### src/rtl/fdc_seq_pkg.sv
package fdc_seq_pkg;

    localparam int WORD_W = 16;
    localparam int BA_W   = 32;
    localparam int BYTE_W = 8;

    // descriptor word offsets
    localparam int OFS_LINK  = 0;
    localparam int OFS_BA_LO = 4;
    localparam int OFS_BA_HI = 5;
    localparam int OFS_LEN   = 6;
    localparam int OFS_RES   = 7;
    localparam int OFS_CTRL  = 8;
    // control-area word offsets
    localparam int CSB_PTR   = 0;
    localparam int CSB_MASK  = 3;

    localparam logic [3:0] CMD_WAKE = 4'h5;
    localparam int BIT_RES_FULL = 4;
    localparam int BIT_CMD_BUSY = 7;

    // result word fields
    localparam int CST_LSB = 0;
    localparam int CST_W   = 4;
    localparam int DRV_LSB = 4;
    localparam int DRV_W   = 7;
    localparam int STD_LSB = 11;
    localparam int STD_W   = 5;

    typedef enum logic [2:0] {
        LD_ATTN = 3'd0, LD_WAKE = 3'd1, LD_LOAD = 3'd2, LD_RD_CTRL = 3'd3,
        LD_RD_CHIP = 3'd4, LD_RD_RESULT = 3'd5, LD_DRV_CMD = 3'd6
    } ld_op_t;

    typedef enum logic [1:0] {
        EX_NONE = 2'd0, EX_SEEK = 2'd1, EX_READ = 2'd2, EX_WRITE = 2'd3
    } ex_kind_t;

    typedef enum logic [4:0] {
        S_IDLE, S_PTR, S_MASK, S_ATTN, S_CWAKE, S_BALO, S_BAHI, S_LEN,
        S_CTRL, S_LDRD, S_LDWR, S_XWAKE, S_EXEC, S_PWAKE, S_CST, S_CHIP,
        S_STD, S_DCMD, S_DPOLL, S_DRD, S_WBLO, S_WBHI, S_WBLEN, S_WBRES,
        S_LINK, S_CSBW, S_STOP
    } seq_state_t;

    typedef struct packed {
        logic [3:0] func;
        logic [3:0] first;
        logic [3:0] spare;
        logic [3:0] wake;
    } ctrl_word_t;

    function automatic ex_kind_t func_to_kind(input logic [3:0] f);
        case (f)
            4'd4:    return EX_SEEK;
            4'd8:    return EX_READ;
            4'd12:   return EX_WRITE;
            default: return EX_NONE;
        endcase
    endfunction

endpackage

### src/rtl/fdc_status_merge.sv
module fdc_status_merge
    import fdc_seq_pkg::*;
(
    input  logic                      clk,
    input  logic                      rst,
    input  logic                      clr,
    input  logic                      cap_ctrl,
    input  logic                      cap_std,
    input  logic                      cap_drv,
    input  logic [DRV_W-1:0]          din,
    output logic [WORD_W-1:0]         result
);

    always_ff @(posedge clk) begin
        if (rst || clr) begin
            result <= '0;
        end else begin
            if (cap_ctrl) result[CST_LSB +: CST_W] <= din[CST_W-1:0];
            if (cap_std)  result[STD_LSB +: STD_W] <= din[STD_W-1:0];
            if (cap_drv)  result[DRV_LSB +: DRV_W] <= din[DRV_W-1:0];
        end
    end

    // a drive-status capture leaves the controller-status field alone
    assert_field_isolation_R9: assert property (@(posedge clk) disable iff (rst)
        (cap_drv && !clr && !cap_ctrl) |=> $stable(result[CST_LSB +: CST_W]));

endmodule

### src/rtl/fdc_seq_ctrl.sv
module fdc_seq_ctrl
    import fdc_seq_pkg::*;
#(
    parameter logic [15:0] CSB_BASE  = 16'h0008,
    parameter int          MAX_LOADS = 6
) (
    input  logic              clk,
    input  logic              rst,
    input  logic              start,
    output logic              busy,
    output logic              notify,
    output logic [WORD_W-1:0] notify_mask,
    output logic              mem_req,
    output logic              mem_we,
    output logic [15:0]       mem_addr,
    output logic [WORD_W-1:0] mem_wdata,
    input  logic              mem_ack,
    input  logic [WORD_W-1:0] mem_rdata,
    output logic              ld_req,
    output logic [2:0]        ld_op,
    output logic [WORD_W-1:0] ld_wdata,
    input  logic              ld_ack,
    input  logic              chip_res_full,
    input  logic              chip_cmd_busy,
    output logic              exec_req,
    output logic [1:0]        exec_kind,
    output logic [BA_W-1:0]   exec_addr,
    output logic [WORD_W-1:0] exec_len,
    input  logic              exec_done,
    input  logic [BA_W-1:0]   exec_addr_end,
    input  logic [WORD_W-1:0] exec_len_end,
    output logic              st_clr,
    output logic              st_cap_ctrl,
    output logic              st_cap_std,
    output logic              st_cap_drv,
    input  logic [WORD_W-1:0] result
);

    localparam int CNT_W = $clog2(MAX_LOADS + 1);

    seq_state_t        state;
    logic [15:0]       ptr, link;
    logic [BA_W-1:0]   ba;
    logic [WORD_W-1:0] len, ldw;
    logic [3:0]        func_q, wake_q, off;
    logic [CNT_W-1:0]  ldcnt;
    ld_op_t            op;
    ex_kind_t          kind;
    ctrl_word_t        cw_in;

    assign cw_in       = ctrl_word_t'(mem_rdata);
    assign kind        = func_to_kind(func_q);
    assign busy        = (state != S_IDLE);
    assign ld_op       = op;
    assign exec_kind   = kind;
    assign exec_addr   = ba;
    assign exec_len    = len;
    assign st_clr      = (state == S_ATTN)  && ld_ack;
    assign st_cap_ctrl = (state == S_CST)   && ld_ack;
    assign st_cap_std  = (state == S_STD)   && ld_ack;
    assign st_cap_drv  = (state == S_DRD)   && ld_ack;

    // request generation
    always_comb begin
        mem_req = 1'b0; mem_we = 1'b0; mem_addr = '0; mem_wdata = '0;
        ld_req = 1'b0; op = LD_ATTN; ld_wdata = '0;
        exec_req = 1'b0;
        case (state)
            S_PTR:   begin mem_req = 1'b1; mem_addr = CSB_BASE + 16'(CSB_PTR); end
            S_MASK:  begin mem_req = 1'b1; mem_addr = CSB_BASE + 16'(CSB_MASK); end
            S_ATTN:  begin ld_req = 1'b1; op = LD_ATTN; end
            S_CWAKE: begin ld_req = 1'b1; op = LD_WAKE; ld_wdata = {12'h000, CMD_WAKE}; end
            S_BALO:  begin mem_req = 1'b1; mem_addr = ptr + 16'(OFS_BA_LO); end
            S_BAHI:  begin mem_req = 1'b1; mem_addr = ptr + 16'(OFS_BA_HI); end
            S_LEN:   begin mem_req = 1'b1; mem_addr = ptr + 16'(OFS_LEN); end
            S_CTRL:  begin mem_req = 1'b1; mem_addr = ptr + 16'(OFS_CTRL); end
            S_LDRD:  begin mem_req = 1'b1; mem_addr = ptr + {12'h000, off}; end
            S_LDWR:  begin ld_req = 1'b1; op = LD_LOAD; ld_wdata = ldw; end
            S_XWAKE: begin ld_req = 1'b1; op = LD_WAKE; ld_wdata = {12'h000, wake_q}; end
            S_EXEC:  exec_req = 1'b1;
            S_PWAKE: begin ld_req = 1'b1; op = LD_WAKE; ld_wdata = {12'h000, CMD_WAKE}; end
            S_CST:   begin ld_req = 1'b1; op = LD_RD_CTRL; end
            S_CHIP, S_DPOLL: begin ld_req = 1'b1; op = LD_RD_CHIP; end
            S_STD, S_DRD:    begin ld_req = 1'b1; op = LD_RD_RESULT; end
            S_DCMD:  begin ld_req = 1'b1; op = LD_DRV_CMD; end
            S_WBLO:  begin mem_req = 1'b1; mem_we = 1'b1; mem_addr = ptr + 16'(OFS_BA_LO); mem_wdata = ba[15:0]; end
            S_WBHI:  begin mem_req = 1'b1; mem_we = 1'b1; mem_addr = ptr + 16'(OFS_BA_HI); mem_wdata = ba[31:16]; end
            S_WBLEN: begin mem_req = 1'b1; mem_we = 1'b1; mem_addr = ptr + 16'(OFS_LEN); mem_wdata = len; end
            S_WBRES: begin mem_req = 1'b1; mem_we = 1'b1; mem_addr = ptr + 16'(OFS_RES); mem_wdata = result; end
            S_LINK:  begin mem_req = 1'b1; mem_addr = ptr + 16'(OFS_LINK); end
            S_CSBW:  begin mem_req = 1'b1; mem_we = 1'b1; mem_addr = CSB_BASE + 16'(CSB_PTR); mem_wdata = link; end
            S_STOP:  begin ld_req = 1'b1; op = LD_WAKE; end
            default: ;
        endcase
    end

    // sequencing
    always_ff @(posedge clk) begin
        if (rst) begin
            state <= S_IDLE; notify <= 1'b0; notify_mask <= '0;
            ptr <= '0; link <= '0; ba <= '0; len <= '0; ldw <= '0;
            func_q <= '0; wake_q <= '0; off <= '0; ldcnt <= '0;
        end else begin
            notify <= 1'b0;
            case (state)
                S_IDLE:  if (start) state <= S_PTR;
                S_PTR:   if (mem_ack) begin ptr <= mem_rdata; state <= S_MASK; end
                S_MASK:  if (mem_ack) begin notify_mask <= mem_rdata; state <= S_ATTN; end
                S_ATTN:  if (ld_ack) state <= (ptr == '0) ? S_STOP : S_CWAKE;
                S_CWAKE: if (ld_ack) state <= S_BALO;
                S_BALO:  if (mem_ack) begin ba[15:0] <= mem_rdata; state <= S_BAHI; end
                S_BAHI:  if (mem_ack) begin ba[31:16] <= mem_rdata; state <= S_LEN; end
                S_LEN:   if (mem_ack) begin len <= mem_rdata; state <= S_CTRL; end
                S_CTRL:  if (mem_ack) begin
                    func_q <= cw_in.func; wake_q <= cw_in.wake;
                    off <= cw_in.first; ldcnt <= '0;
                    state <= (cw_in.first == 4'h0) ? S_XWAKE : S_LDRD;
                end
                S_LDRD:  if (mem_ack) begin ldw <= mem_rdata; state <= S_LDWR; end
                S_LDWR:  if (ld_ack) begin
                    off   <= ldw[11:8];
                    ldcnt <= ldcnt + 1'b1;
                    state <= (ldw[11:8] == 4'h0 || ldcnt + 1'b1 == CNT_W'(MAX_LOADS))
                             ? S_XWAKE : S_LDRD;
                end
                S_XWAKE: if (ld_ack) state <= (kind != EX_NONE) ? S_EXEC : S_CST;
                S_EXEC:  if (exec_done) begin
                    if (kind == EX_READ || kind == EX_WRITE) begin
                        ba  <= exec_addr_end;
                        len <= exec_len_end;
                    end
                    state <= S_PWAKE;
                end
                S_PWAKE: if (ld_ack) state <= S_CST;
                S_CST:   if (ld_ack) state <= S_CHIP;
                S_CHIP:  if (ld_ack) state <= chip_res_full ? S_STD : S_DCMD;
                S_STD:   if (ld_ack) state <= S_DCMD;
                S_DCMD:  if (ld_ack) state <= S_DPOLL;
                S_DPOLL: if (ld_ack && !chip_cmd_busy) state <= S_DRD;
                S_DRD:   if (ld_ack) state <= S_WBLO;
                S_WBLO:  if (mem_ack) state <= S_WBHI;
                S_WBHI:  if (mem_ack) state <= S_WBLEN;
                S_WBLEN: if (mem_ack) state <= S_WBRES;
                S_WBRES: if (mem_ack) state <= S_LINK;
                S_LINK:  if (mem_ack) begin link <= mem_rdata; state <= S_CSBW; end
                S_CSBW:  if (mem_ack) begin notify <= 1'b1; state <= S_PTR; end
                S_STOP:  if (ld_ack) state <= S_IDLE;
                default: state <= S_IDLE;
            endcase
        end
    end

    assert_idle_quiet_R1: assert property (@(posedge clk) disable iff (rst)
        !busy |-> (!mem_req && !ld_req && !exec_req));
    assert_mem_hold_R13: assert property (@(posedge clk) disable iff (rst)
        (mem_req && !mem_ack) |=> (mem_req && $stable(mem_addr) && $stable(mem_we) && $stable(mem_wdata)));
    assert_exec_hold_R6: assert property (@(posedge clk) disable iff (rst)
        (exec_req && !exec_done) |=> (exec_req && $stable(exec_addr) && $stable(exec_len)));
    assert_exec_legal_R7: assert property (@(posedge clk) disable iff (rst)
        exec_req |-> (exec_kind != 2'(EX_NONE)));
    assert_notify_pulse_R11: assert property (@(posedge clk) disable iff (rst)
        notify |=> !notify);
    assert_notify_after_link_R10: assert property (@(posedge clk) disable iff (rst)
        notify |-> $past(mem_req && mem_we && mem_ack && mem_addr == CSB_BASE));
    assert_one_port_R13: assert property (@(posedge clk) disable iff (rst)
        $onehot0({mem_req, ld_req, exec_req}));

endmodule

### src/rtl/fdc_chain_seq.sv
module fdc_chain_seq
    import fdc_seq_pkg::*;
#(
    parameter logic [15:0] CSB_BASE  = 16'h0008,
    parameter int          MAX_LOADS = 6
) (
    input  logic              clk,
    input  logic              rst,
    input  logic              start,
    output logic              busy,
    output logic              notify,
    output logic [15:0]       notify_mask,
    output logic              mem_req,
    output logic              mem_we,
    output logic [15:0]       mem_addr,
    output logic [15:0]       mem_wdata,
    input  logic              mem_ack,
    input  logic [15:0]       mem_rdata,
    output logic              ld_req,
    output logic [2:0]        ld_op,
    output logic [15:0]       ld_wdata,
    input  logic              ld_ack,
    input  logic [7:0]        ld_rdata,
    output logic              exec_req,
    output logic [1:0]        exec_kind,
    output logic [31:0]       exec_addr,
    output logic [15:0]       exec_len,
    input  logic              exec_done,
    input  logic [31:0]       exec_addr_end,
    input  logic [15:0]       exec_len_end
);

    logic              st_clr, st_cap_ctrl, st_cap_std, st_cap_drv;
    logic [WORD_W-1:0] result;

    fdc_seq_ctrl #(.CSB_BASE(CSB_BASE), .MAX_LOADS(MAX_LOADS)) u_ctrl (
        .clk(clk), .rst(rst), .start(start), .busy(busy),
        .notify(notify), .notify_mask(notify_mask),
        .mem_req(mem_req), .mem_we(mem_we), .mem_addr(mem_addr),
        .mem_wdata(mem_wdata), .mem_ack(mem_ack), .mem_rdata(mem_rdata),
        .ld_req(ld_req), .ld_op(ld_op), .ld_wdata(ld_wdata), .ld_ack(ld_ack),
        .chip_res_full(ld_rdata[BIT_RES_FULL]), .chip_cmd_busy(ld_rdata[BIT_CMD_BUSY]),
        .exec_req(exec_req), .exec_kind(exec_kind), .exec_addr(exec_addr),
        .exec_len(exec_len), .exec_done(exec_done),
        .exec_addr_end(exec_addr_end), .exec_len_end(exec_len_end),
        .st_clr(st_clr), .st_cap_ctrl(st_cap_ctrl), .st_cap_std(st_cap_std),
        .st_cap_drv(st_cap_drv), .result(result)
    );

    fdc_status_merge u_stat (
        .clk(clk), .rst(rst), .clr(st_clr),
        .cap_ctrl(st_cap_ctrl), .cap_std(st_cap_std), .cap_drv(st_cap_drv),
        .din(ld_rdata[DRV_W-1:0]), .result(result)
    );

endmodule

### config.mk
export PLATFORM = sky130hd
export DESIGN_NAME = fdc_chain_seq
export DESIGN_NICKNAME = d
export VERILOG_FILES = /design/src/rtl/fdc_seq_pkg.sv /design/src/rtl/fdc_status_merge.sv /design/src/rtl/fdc_seq_ctrl.sv /design/src/rtl/fdc_chain_seq.sv
export SDC_FILE = /design/constraint.sdc
export NUM_CORES = 1
export LEC_CHECK = 0
export BUFFER_PORTS_ARGS = -buffer_cell sky130_fd_sc_hd__buf_2
export CORE_UTILIZATION = 40
export DETAILED_ROUTE_END_ITERATION = 6
export HOLD_SLACK_MARGIN = 0.05
export SLEW_MARGIN = 20
export SYNTH_ARGS = -nofsm -noshare
export SYNTH_HDL_FRONTEND = slang
export SYNTH_SLANG_ARGS = --single-unit
### constraint.sdc
create_clock -name clk -period 4.7 [get_ports clk]
set_input_delay 0.94 -clock clk [delete_from_list [all_inputs] [get_ports clk]]
set_output_delay 0.94 -clock clk [all_outputs]
set_load 0.005 [all_outputs]
==> flow_summary.ini, run 1 <==
[global_route]
grt_use_total_pct = 26.5
grt_first_pass_wirelength_um = 44000
overflow = 0
grt_max_degree = 97
antenna_found_initial = 2
grt_pass1_vias = 7524

[sta]
rsz0062_at_grt = false
fin_crit_sh_pct = 94.3
clock_skew_ps = 8.06
tns_ps = 0
clock.fmax_ghz = 0.226
slew_violations = 0
setup_violations = 0
hold_violations = 0
slew_headroom_pct = 31.2
worst_pin_slew_ps = 1030
period_minus_slack_ps = 4430

[layout]
nFillCells = 1990
layout-drive-gt1-share_pct = 26.0
layout.nets = 1202
seqCellArea_um2 = 2990
fin_area_um2 = 10000
fin_util_pct = 49.3
syn_to_final_growth_pct = 20.4
multiInputGateArea_um2 = 4900
instances_no_fill = 1396

[place]
gp_congestion = 0.874
placed_cells = 1363
portBuffers = 200
place_area_um2 = 9380
dp_hpwl_um = 20500

[power_and_ir_drop]
p_sw_mw = 1.49
ir_drop_mv = 0.246
switching_share_pct = 35.6
power_density_nw_per_um2 = 418
comb_power_share_pct = 31.4
report.power.total_mw = 4.18
sequentialPowerShare_pct = 34.4
pwr-share-clk_pct = 34.2
p_leak_nw = 4.49
p_int_mw = 2.70

[synthesis]
ys_types = 78
synth.most_common_cell = nor2_1
synth_cells = 962
synthTopCellsByArea = dfxtp_1 36%, mux2i_1 9.9%, nor2_1 7.3%, a21oi_1 5.1%, a211oi_1 4.9%
syn_avg_cell_area_um2 = 8.64
synth_seq_cells = 149
synth_commonest_cells = 161 x nor2_1, 149 x dfxtp_1, 85 x a21oi_1, 82 x mux2i_1, 54 x a211oi_1
yosysTopAreaCell = dfxtp_1
yosysTopAreaCellShare_pct = 35.9
ys.flop_type = dfxtp_1
synth_edf_count = 0
synth-seq-area-share_pct = 35.9
netlist_area_um2 = 8320
yosysWarnings = 0
async_reset_ff_share_pct = 0
synth_nets = 1052

[floorplan]
num_io_pins = 201
start_util_pct = 41.0
die_y_um = 146
coreArea_um2 = 20300
die_x_um = 146
row_count = 52
die_area_um2 = 21400

[clock_network]
cts_tree = done
cts.sinks = 149
cts-root-buf = clkbuf_16
clock_path_buffers = 2
clkLatencyLatePin_ps = 420
path_clk_slew_ps = 60
htree_levels = 4
cts_inserted_buffers = 17

[critical_path]
critPathBufInv = 3
path_cells = or3b_1 > buf_4 > a21oi_1 > or2_2 > ha_1 > inv_1 > fa_1 > nor2b_1 > o21a_1 > o22a_1 > a211oi_2 > o41ai_1 > buf_2
worstSetupStartpointType = register
cp-end-kind = output port
cpPeakStageDelay_ps = 450
worstSetupPathDepth = 13
crit_required_ps = 3760
path_class = register to output port
cp_top_family = compound AO/OA/AOI/OAI gates
arrival_ps = 3490
reg2reg_depth = 7
path_max_fanout = 23
cpMaxStageDelayCell = dfxtp_2

[run_status]
status = completed

[detailed_routing]
finalWirelength_um = 28500
dr.pass1.iters = 5
dr_total_vias = 7907
viasPerCell = 5.66
drt_iter0_markers = 555
drcViolationCount = 0
wl_per_cell_um = 20.4
ant_nets = 0

[hold_path]
min_path_cells = 2
hold_path_class = register to register

[job]
cap_violations = 0
## path summary, 6_finish.rpt
kind | from | end | slack (ps)
hold reg to reg | u_ctrl.wake_q[1]$_SDFFE_PP0P_ | u_ctrl.wake_q[1]$_SDFFE_PP0P_ | 460
setup reg to reg | u_ctrl.state[0]$_SDFFE_PP0P_ | u_ctrl.exec_addr[12]$_SDFFE_PP0P_ | 2010
setup / recovery | u_ctrl.state[0]$_SDFFE_PP0P_ | mem_addr[6] | 270
hold / removal | u_ctrl.wake_q[1]$_SDFFE_PP0P_ | u_ctrl.wake_q[1]$_SDFFE_PP0P_ | 460
## stage by stage
step,worst slack [ps],hold slack [ps]
final,268,457
after global placement,773,442
after CTS,201,458
after floorplan,935,436
after global routing,37.4,489
after detailed placement,657,450
## cell type report
type / instances / area share (%)
Timing Repair Buffer: 214 / 11.1
Clock buffer: 19 / 4.52
Inverter: 15 / 0.562
Antenna cell: 1 / 0.0250
Tap cell: 270 / 3.37
Multi-Input combinational cell: 715 / 48.9
Clock inverter: 13 / 1.72
Sequential cell: 149 / 29.8
## tightest hold or removal path, delay by kind of cell (launching register included)
family,cells,cell delay [ps]
flip-flops,1,310
AND/OR/NAND/NOR,1,50
AO/OA/AOI/OAI,1,50
## state kept, by name, indices dropped and copies added (netlist names)
register and flops:
u_ctrl.exec_addr 32, u_ctrl.exec_len 16, u_ctrl.ldw 16, u_ctrl.link 16, u_ctrl.notify_mask 16, u_ctrl.ptr 16, u_stat.result 16, u_ctrl.state 5
u_ctrl.func_q 4, u_ctrl.off 4, u_ctrl.wake_q 4, u_ctrl.ldcnt 3, u_ctrl.notify 1
## power groups by stage
stage | Sequential (mW) | Combinational (mW) | Clock, mW
after floorplan | 1.40 | 0.982 | 0
after global placement | 1.46 | 1.30 | 0
after detailed placement | 1.46 | 1.29 | 0
after CTS | 1.43 | 1.30 | 1.45
after global routing | 1.45 | 1.42 | 1.51
final | 1.44 | 1.31 | 1.43
## layout by cell type (no fill, tap or decap), types with 5 or more instances in the layout
cell type | Yosys | routed
buf_2 | 26 | 199
or3_1 | 5 | 5
dfxtp_1 | 149 | 146
ha_1 | 11 | 11
o31ai_1 | 14 | 14
nor4_1 | 6 | 6
nor2_1 | 161 | 161
nand2_1 | 42 | 42
a211oi_1 | 54 | 53
a32o_1 | 16 | 16
mux2i_1 | 82 | 82
o21ai_0 | 20 | 20
clkbuf_16 | 0 | 17
nand4_1 | 8 | 8
a22o_1 | 5 | 5
a21o_1 | 6 | 6
xor2_1 | 8 | 8
nor3_1 | 8 | 8
a21oi_1 | 85 | 85
nand3_1 | 21 | 21
inv_1 | 15 | 15
nor2b_1 | 25 | 24
buf_4 | 9 | 15
clkinv_4 | 0 | 5
and2_1 | 17 | 16
o211ai_1 | 5 | 5
a31oi_1 | 12 | 12
nand2b_1 | 6 | 6
mux4_2 | 16 | 16
## what timing repair did
action                     4_1_cts  5_1_grt
resized for setup                0        1
buffers inserted                 0        0
setup endpoints to repair        0        5
hold endpoints to repair         0        0
hold buffers                     0        0
## cell families (layout without fill, tap and decap cells)
| logic type | after synthesis | in the layout | share of synthesized area (%) |
|---|---|---|---|
| compound gates | 258 | 258 | 21.4 |
| other cells | 0 | 1 | 0 |
| flops | 149 | 149 | 35.9 |
| xor+xnor | 10 | 10 | 1.05 |
| mux | 98 | 98 | 14.2 |
| buf+inv | 98 | 261 | 5.60 |
| fa+ha+maj | 12 | 12 | 1.90 |
| simple gates | 337 | 337 | 20.0 |
## per-layer routing
layer	vias to the layer above	part of all wire (%)	global-route usage (%)	wire, um
li1	3822	-	-	-
met1	3772	45	35.6	12800
met2	279	47	43.0	13400
met3	32	6.0	5.22	1700
met4	2	1.8	8.13	514
met5	-	0.028	0	8
(Power assumes the default switching activity.)
==> run 2, diff against run 1 <==
--- a/constraint.sdc
+++ b/constraint.sdc
@@ -3,2 +3,2 @@
 set_output_delay 0.94 -clock clk [all_outputs]
-set_load 0.005 [all_outputs]
+set_load 0.1 [all_outputs]
==> run 2 against run 1 <==
Clock power decreased by 8%. Utilization increased by 0.81 points. Largest power group is now combinational cells. Wire length decreased by 0.68%. Flip-flop and latch count unchanged. Fmax decreased by 1.3%. First-iteration DRC count increased by 13%. Highest routed layer is now met4. Register-to-register slack got worse by 220 ps. Global-route usage decreased by 0.30 points. Non-clock buffer count increased by 5. Final cell count increased by 0.29%. Hold slack got worse by 1.8 ps. Sequential share of layout area decreased by 0.48 points.
==> flow_summary.ini, run 2 (synthesized netlist as in run 1, its figures left out) <==
[power_and_ir_drop]
report.power.total_mw = 4.64
pwr-share-clk_pct = 28.4
comb_power_share_pct = 40.6
sequentialPowerShare_pct = 31.0
power_density_nw_per_um2 = 456
p_leak_nw = 4.54
p_sw_mw = 1.99
ir_drop_mv = 0.272
switching_share_pct = 42.9
p_int_mw = 2.65

[detailed_routing]
drt_iter0_markers = 628
dr_total_vias = 8026
dr.pass1.iters = 5
wl_per_cell_um = 20.2
viasPerCell = 5.73
drcViolationCount = 0
finalWirelength_um = 28300
ant_nets = 0

[place]
dp_hpwl_um = 20700
gp_congestion = 0.927
portBuffers = 200

[critical_path]
crit_required_ps = 3760
path_cells = nor2b_2 > a21oi_1 > a21o_1 > nor2_1 > inv_1 > fa_1 > nor2b_1 > o21a_1 > o22a_1 > a211oi_1 > buf_4 > o41ai_4 > clkbuf_4
cp_top_family = compound AO/OA/AOI/OAI gates
path_class = register to output port
path_max_fanout = 15
r2r_slack_ps = 1790
critPathBufInv = 3
cpPeakStageDelay_ps = 620
cp-end-kind = output port
cpMaxStageDelayCell = dfxtp_1
worstSetupStartpointType = register
arrival_ps = 3550

[clock_network]
path_clk_slew_ps = 60
ctsHoldBuffers = 0
htree_levels = 4
cts_resized = 0
clock_path_buffers = 2
cts_inserted_buffers = 17
cts_setup_buffers = 0
cts.sinks = 149
cts-root-buf = clkbuf_16
clkLatencyLatePin_ps = 430
cts_tree = done

[global_route]
grt_use_total_pct = 26.2
antenna_found_initial = 1
grt_first_pass_wirelength_um = 43400
grt_pass1_vias = 7409
grt_max_degree = 65
overflow = 0

[sta]
fin_crit_sh_pct = 95.5
clock.fmax_ghz = 0.223
slew_headroom_pct = 50.2
hold_violations = 0
setup_violations = 0
tns_ps = 0
slew_violations = 0
worst_pin_slew_ps = 745
clock_skew_ps = 8.38
rsz0062_at_grt = false
period_minus_slack_ps = 4490

[floorplan]
start_util_pct = 41.0
die_area_um2 = 21400
coreArea_um2 = 20300
die_y_um = 146
row_count = 52
num_io_pins = 201
die_x_um = 146

[layout]
largest_reg_flops = 32
fin_util_pct = 50.1
final_common_cell = buf_2
nFillCells = 2029
layout.nets = 1207
layout-drive-gt1-share_pct = 26.4
syn_to_final_growth_pct = 22.4
layout_common_cells = 187 x buf_2, 161 x nor2_1, 146 x dfxtp_1

[run_status]
status = completed

[hold_path]
hold_path_class = register to register

[job]
cap_violations = 0
==> run 2: final timing paths <==
| path | startpoint | endpoint | cells past startpoint |
|---|---|---|---|
| setup / recovery | u_ctrl.state[2]$_SDFFE_PP0P_ | mem_addr[6] | 13 |
| hold / removal | u_ctrl.wake_q[1]$_SDFFE_PP0P_ | u_ctrl.wake_q[1]$_SDFFE_PP0P_ | 2 |
| setup reg to reg | u_ctrl.state[2]$_SDFFE_PP0P_ | u_ctrl.exec_addr[13]$_SDFFE_PP0P_ | 7 |
| hold reg to reg | u_ctrl.wake_q[1]$_SDFFE_PP0P_ | u_ctrl.wake_q[1]$_SDFFE_PP0P_ | 2 |
==> run 2: cell type report <==
type	count	area, um^2	area share, %
diodes	1	2.50	0.0246
inverters	15	56.3	0.553
clock buffers	22	454	4.46
repair buffers	219	1260	12.4
well taps	270	338	3.32
flip-flops and latches	149	2990	29.3
multi-input cells	715	4970	48.8
clock inverters	9	105	1.03
==> run 2: power groups by stage <==
stage	Sequential (mW)	Combinational (mW)	Clock, mW
final	1.44	1.88	1.32
after global routing	1.45	1.99	1.38
after CTS	1.44	1.87	1.33
after detailed placement	1.46	1.86	0
after global placement	1.46	1.86	0
after floorplan	1.52	1.42	0
==> run 2: tightest hold or removal path, cell delays in order (launching register included) <==
cell and delay, ps:
dfxtp_1 300, nand2_1 50, a21oi_1 50
==> run 2: per-layer routing <==
metal / track usage (%) / share of wire [%]
met5: 0 / 0
met4: 8.18 / 1.8
met1: 35.1 / 43
met2: 42.0 / 47
met3: 5.72 / 7.6
==> run 2: metrics by stage <==
step	cell area (um^2)	setup slack, ps	instances	hold WS, ps
final	10200	212	1400	455
after global routing	10200	6.39	1399	479
after CTS	10200	136	1399	454
after detailed placement	9600	607	1368	446
after global placement	9600	644	1368	444
after floorplan	8430	-738	962	436
==> run 3, diff against run 2 <==
- CELL_PAD_IN_SITES_DETAIL_PLACEMENT: unset -> 0
- CELL_PAD_IN_SITES_GLOBAL_PLACEMENT: unset -> 2
- CORE_UTILIZATION: 40 -> 32
- PLACE_DENSITY_LB_ADDON: unset -> 0.1
==> run 3 against run 2 <==
Global-route usage fell by 2.3 points. Combinational power rose by 4%. Via count down 1.9%. Count of clock-buffer cells in the layout fell by 3. Utilization is 9.6 points lower. Wire length rose by 13%. Power about the same. First-iteration DRC count is 30% lower. Clock skew rose by 2.1 ps. Clock power down 5%. Sequential share of layout area fell by 0.27 points. Hold slack improved by 2.5 ps. Largest power group unchanged.
==> flow_summary.ini, run 3 (synthesized netlist as in run 1, its figures left out) <==
[run_status]
status = completed

[global_route]
antenna_found_initial = 0
grt_pass1_vias = 7575
overflow = 0
grt_use_total_pct = 23.9
grt_first_pass_wirelength_um = 47600
grt_max_degree = 75

[job]
cap_violations = 0

[critical_path]
critPathBufInv = 3
arrival_ps = 3520
cp_top_family = compound AO/OA/AOI/OAI gates
crit_path_start = u_ctrl.state[1]$_SDFFE_PP0P_
path_cells = or3b_1 > a21oi_2 > or2_2 > ha_1 > inv_1 > fa_1 > nor2b_1 > o21a_1 > o22a_1 > a211oi_1 > buf_4 > o41ai_2 > buf_2
path_max_fanout = 5
r2r_slack_ps = 1910
path_class = register to output port
reg2reg_depth = 7
regToRegEndpoint = u_ctrl.exec_addr[13]$_SDFFE_PP0P_
cpMaxStageDelayCell = buf_2
cp-end-kind = output port
crit_required_ps = 3760
worstSetupStartpointType = register
reg2reg_from = u_ctrl.state[3]$_SDFFE_PP0P_
cpPeakStageDelay_ps = 470

[sta]
clock_skew_ps = 10.5
hold_violations = 0
period_minus_slack_ps = 4460
worst_pin_slew_ps = 846
rsz0062_at_grt = false
setup_violations = 0
fin_crit_sh_pct = 95.0
clock.fmax_ghz = 0.224
slew_headroom_pct = 43.6
slew_violations = 0
setup_ws_ps = 237

[power_and_ir_drop]
report.power.total_mw = 4.64
p_leak_nw = 4.56
power_density_nw_per_um2 = 452
ir_drop_mv = 0.308

[detailed_routing]
ant_nets = 0
drt_iter0_markers = 437
finalWirelength_um = 31900
viasPerCell = 5.37
dr.pass1.iters = 7
dr_total_vias = 7873
wl_per_cell_um = 21.8
drcViolationCount = 0

[clock_network]
cts_setup_buffers = 0
cts-root-buf = clkbuf_16
htree_levels = 4
cts_inserted_buffers = 17
cts_tree = done
path_clk_slew_ps = 60
clock_path_buffers = 2
clkLatencyLatePin_ps = 430
cts.sinks = 149

[layout]
nFillCells = 2599
largest_reg_flops = 32
layout_common_cells = 192 x buf_2, 161 x nor2_1, 146 x dfxtp_1
syn_to_final_growth_pct = 23.5
final_common_cell = buf_2
antennaDiodeCount = 0
layout.nets = 1213
layout-drive-gt1-share_pct = 27.1

[floorplan]
num_io_pins = 201
start_util_pct = 32.8
die_y_um = 163
row_count = 58
die_x_um = 163
die_area_um2 = 26600
coreArea_um2 = 25300

[hold_path]
hold_end = u_ctrl.wake_q[3]$_SDFFE_PP0P_
hold_path_class = register to register
min_from = u_ctrl.wake_q[3]$_SDFFE_PP0P_
min_path_cells = 2

[place]
dp_hpwl_um = 23400
gp_congestion = 0.878
portBuffers = 200
dp_slack_ps = 604
run 3: power by group:
part	switching [mW]	total [mW]	leakage (nW)	internal [mW]
sequential	0.0781	1.41	1.20	1.34
clock	0.570	1.26	0.256	0.694
combinational	1.43	1.96	3.10	0.536
total	2.07	4.64	4.56	2.57
run 3: worst reg2reg max path, cell delays in order (launching register included):
cell and delay, ps:
dfxtp_1 400, buf_4 390, nor3b_4 460, and2_2 310
buf_4 540, nor2b_1 250, a21oi_1 200, a211oi_1 90
run 3: layer usage:
layer | track usage [%] | vias to the layer above | wire [um]
met2 | 37.9 | 211 | 14900
met1 | 32.7 | 3788 | 14900
li1 | - | 3849 | -
met4 | 6.71 | 0 | 514
met3 | 4.77 | 25 | 1600
met5 | 0 | - | 0
run 3: timing repair:
action | CTS | global route
hold buffers | 0 | 0
gates resized for setup | 0 | 1
setup endpoints to repair | 0 | 4
run 3: through the flow:
stage | utilization, % | cells | instance area, um^2 | setup TNS, ps | hold slack [ps]
2_1_floorplan | - | 962 | 8430 | -2180 | 436
3_3_place_gp | 38.4 | 1434 | 9720 | 0 | 447
3_5_place_dp | 38.4 | 1434 | 9720 | 0 | 450
4_1_cts | 40.5 | 1466 | 10300 | 0 | 458
5_1_grt | 40.6 | 1466 | 10300 | 0 | 477
6_report | 40.6 | 1466 | 10300 | 0 | 458
run 3: cell type report:
cell class	count	area, um^2	area share [%]
Timing Repair Buffer	225	1300	12.7
Tap cell	330	413	4.02
Multi-Input combinational cell	715	4970	48.4
Clock inverter	13	101	0.987
Sequential cell	149	2990	29.1
Clock buffer	19	443	4.31
Inverter	15	56.3	0.548
run 3: worst max-delay path by stage:
stage | endpoint | slack, ps | depth (start not counted)
2_1_floorplan | mem_addr[13] | -740 | 6
3_3_place_gp | mem_addr[6] | 670 | 12
3_5_place_dp | mem_addr[14] | 600 | 12
4_1_cts | mem_addr[6] | 140 | 12
5_1_grt | mem_addr[10] | 90 | 14
6_report | mem_addr[10] | 240 | 13
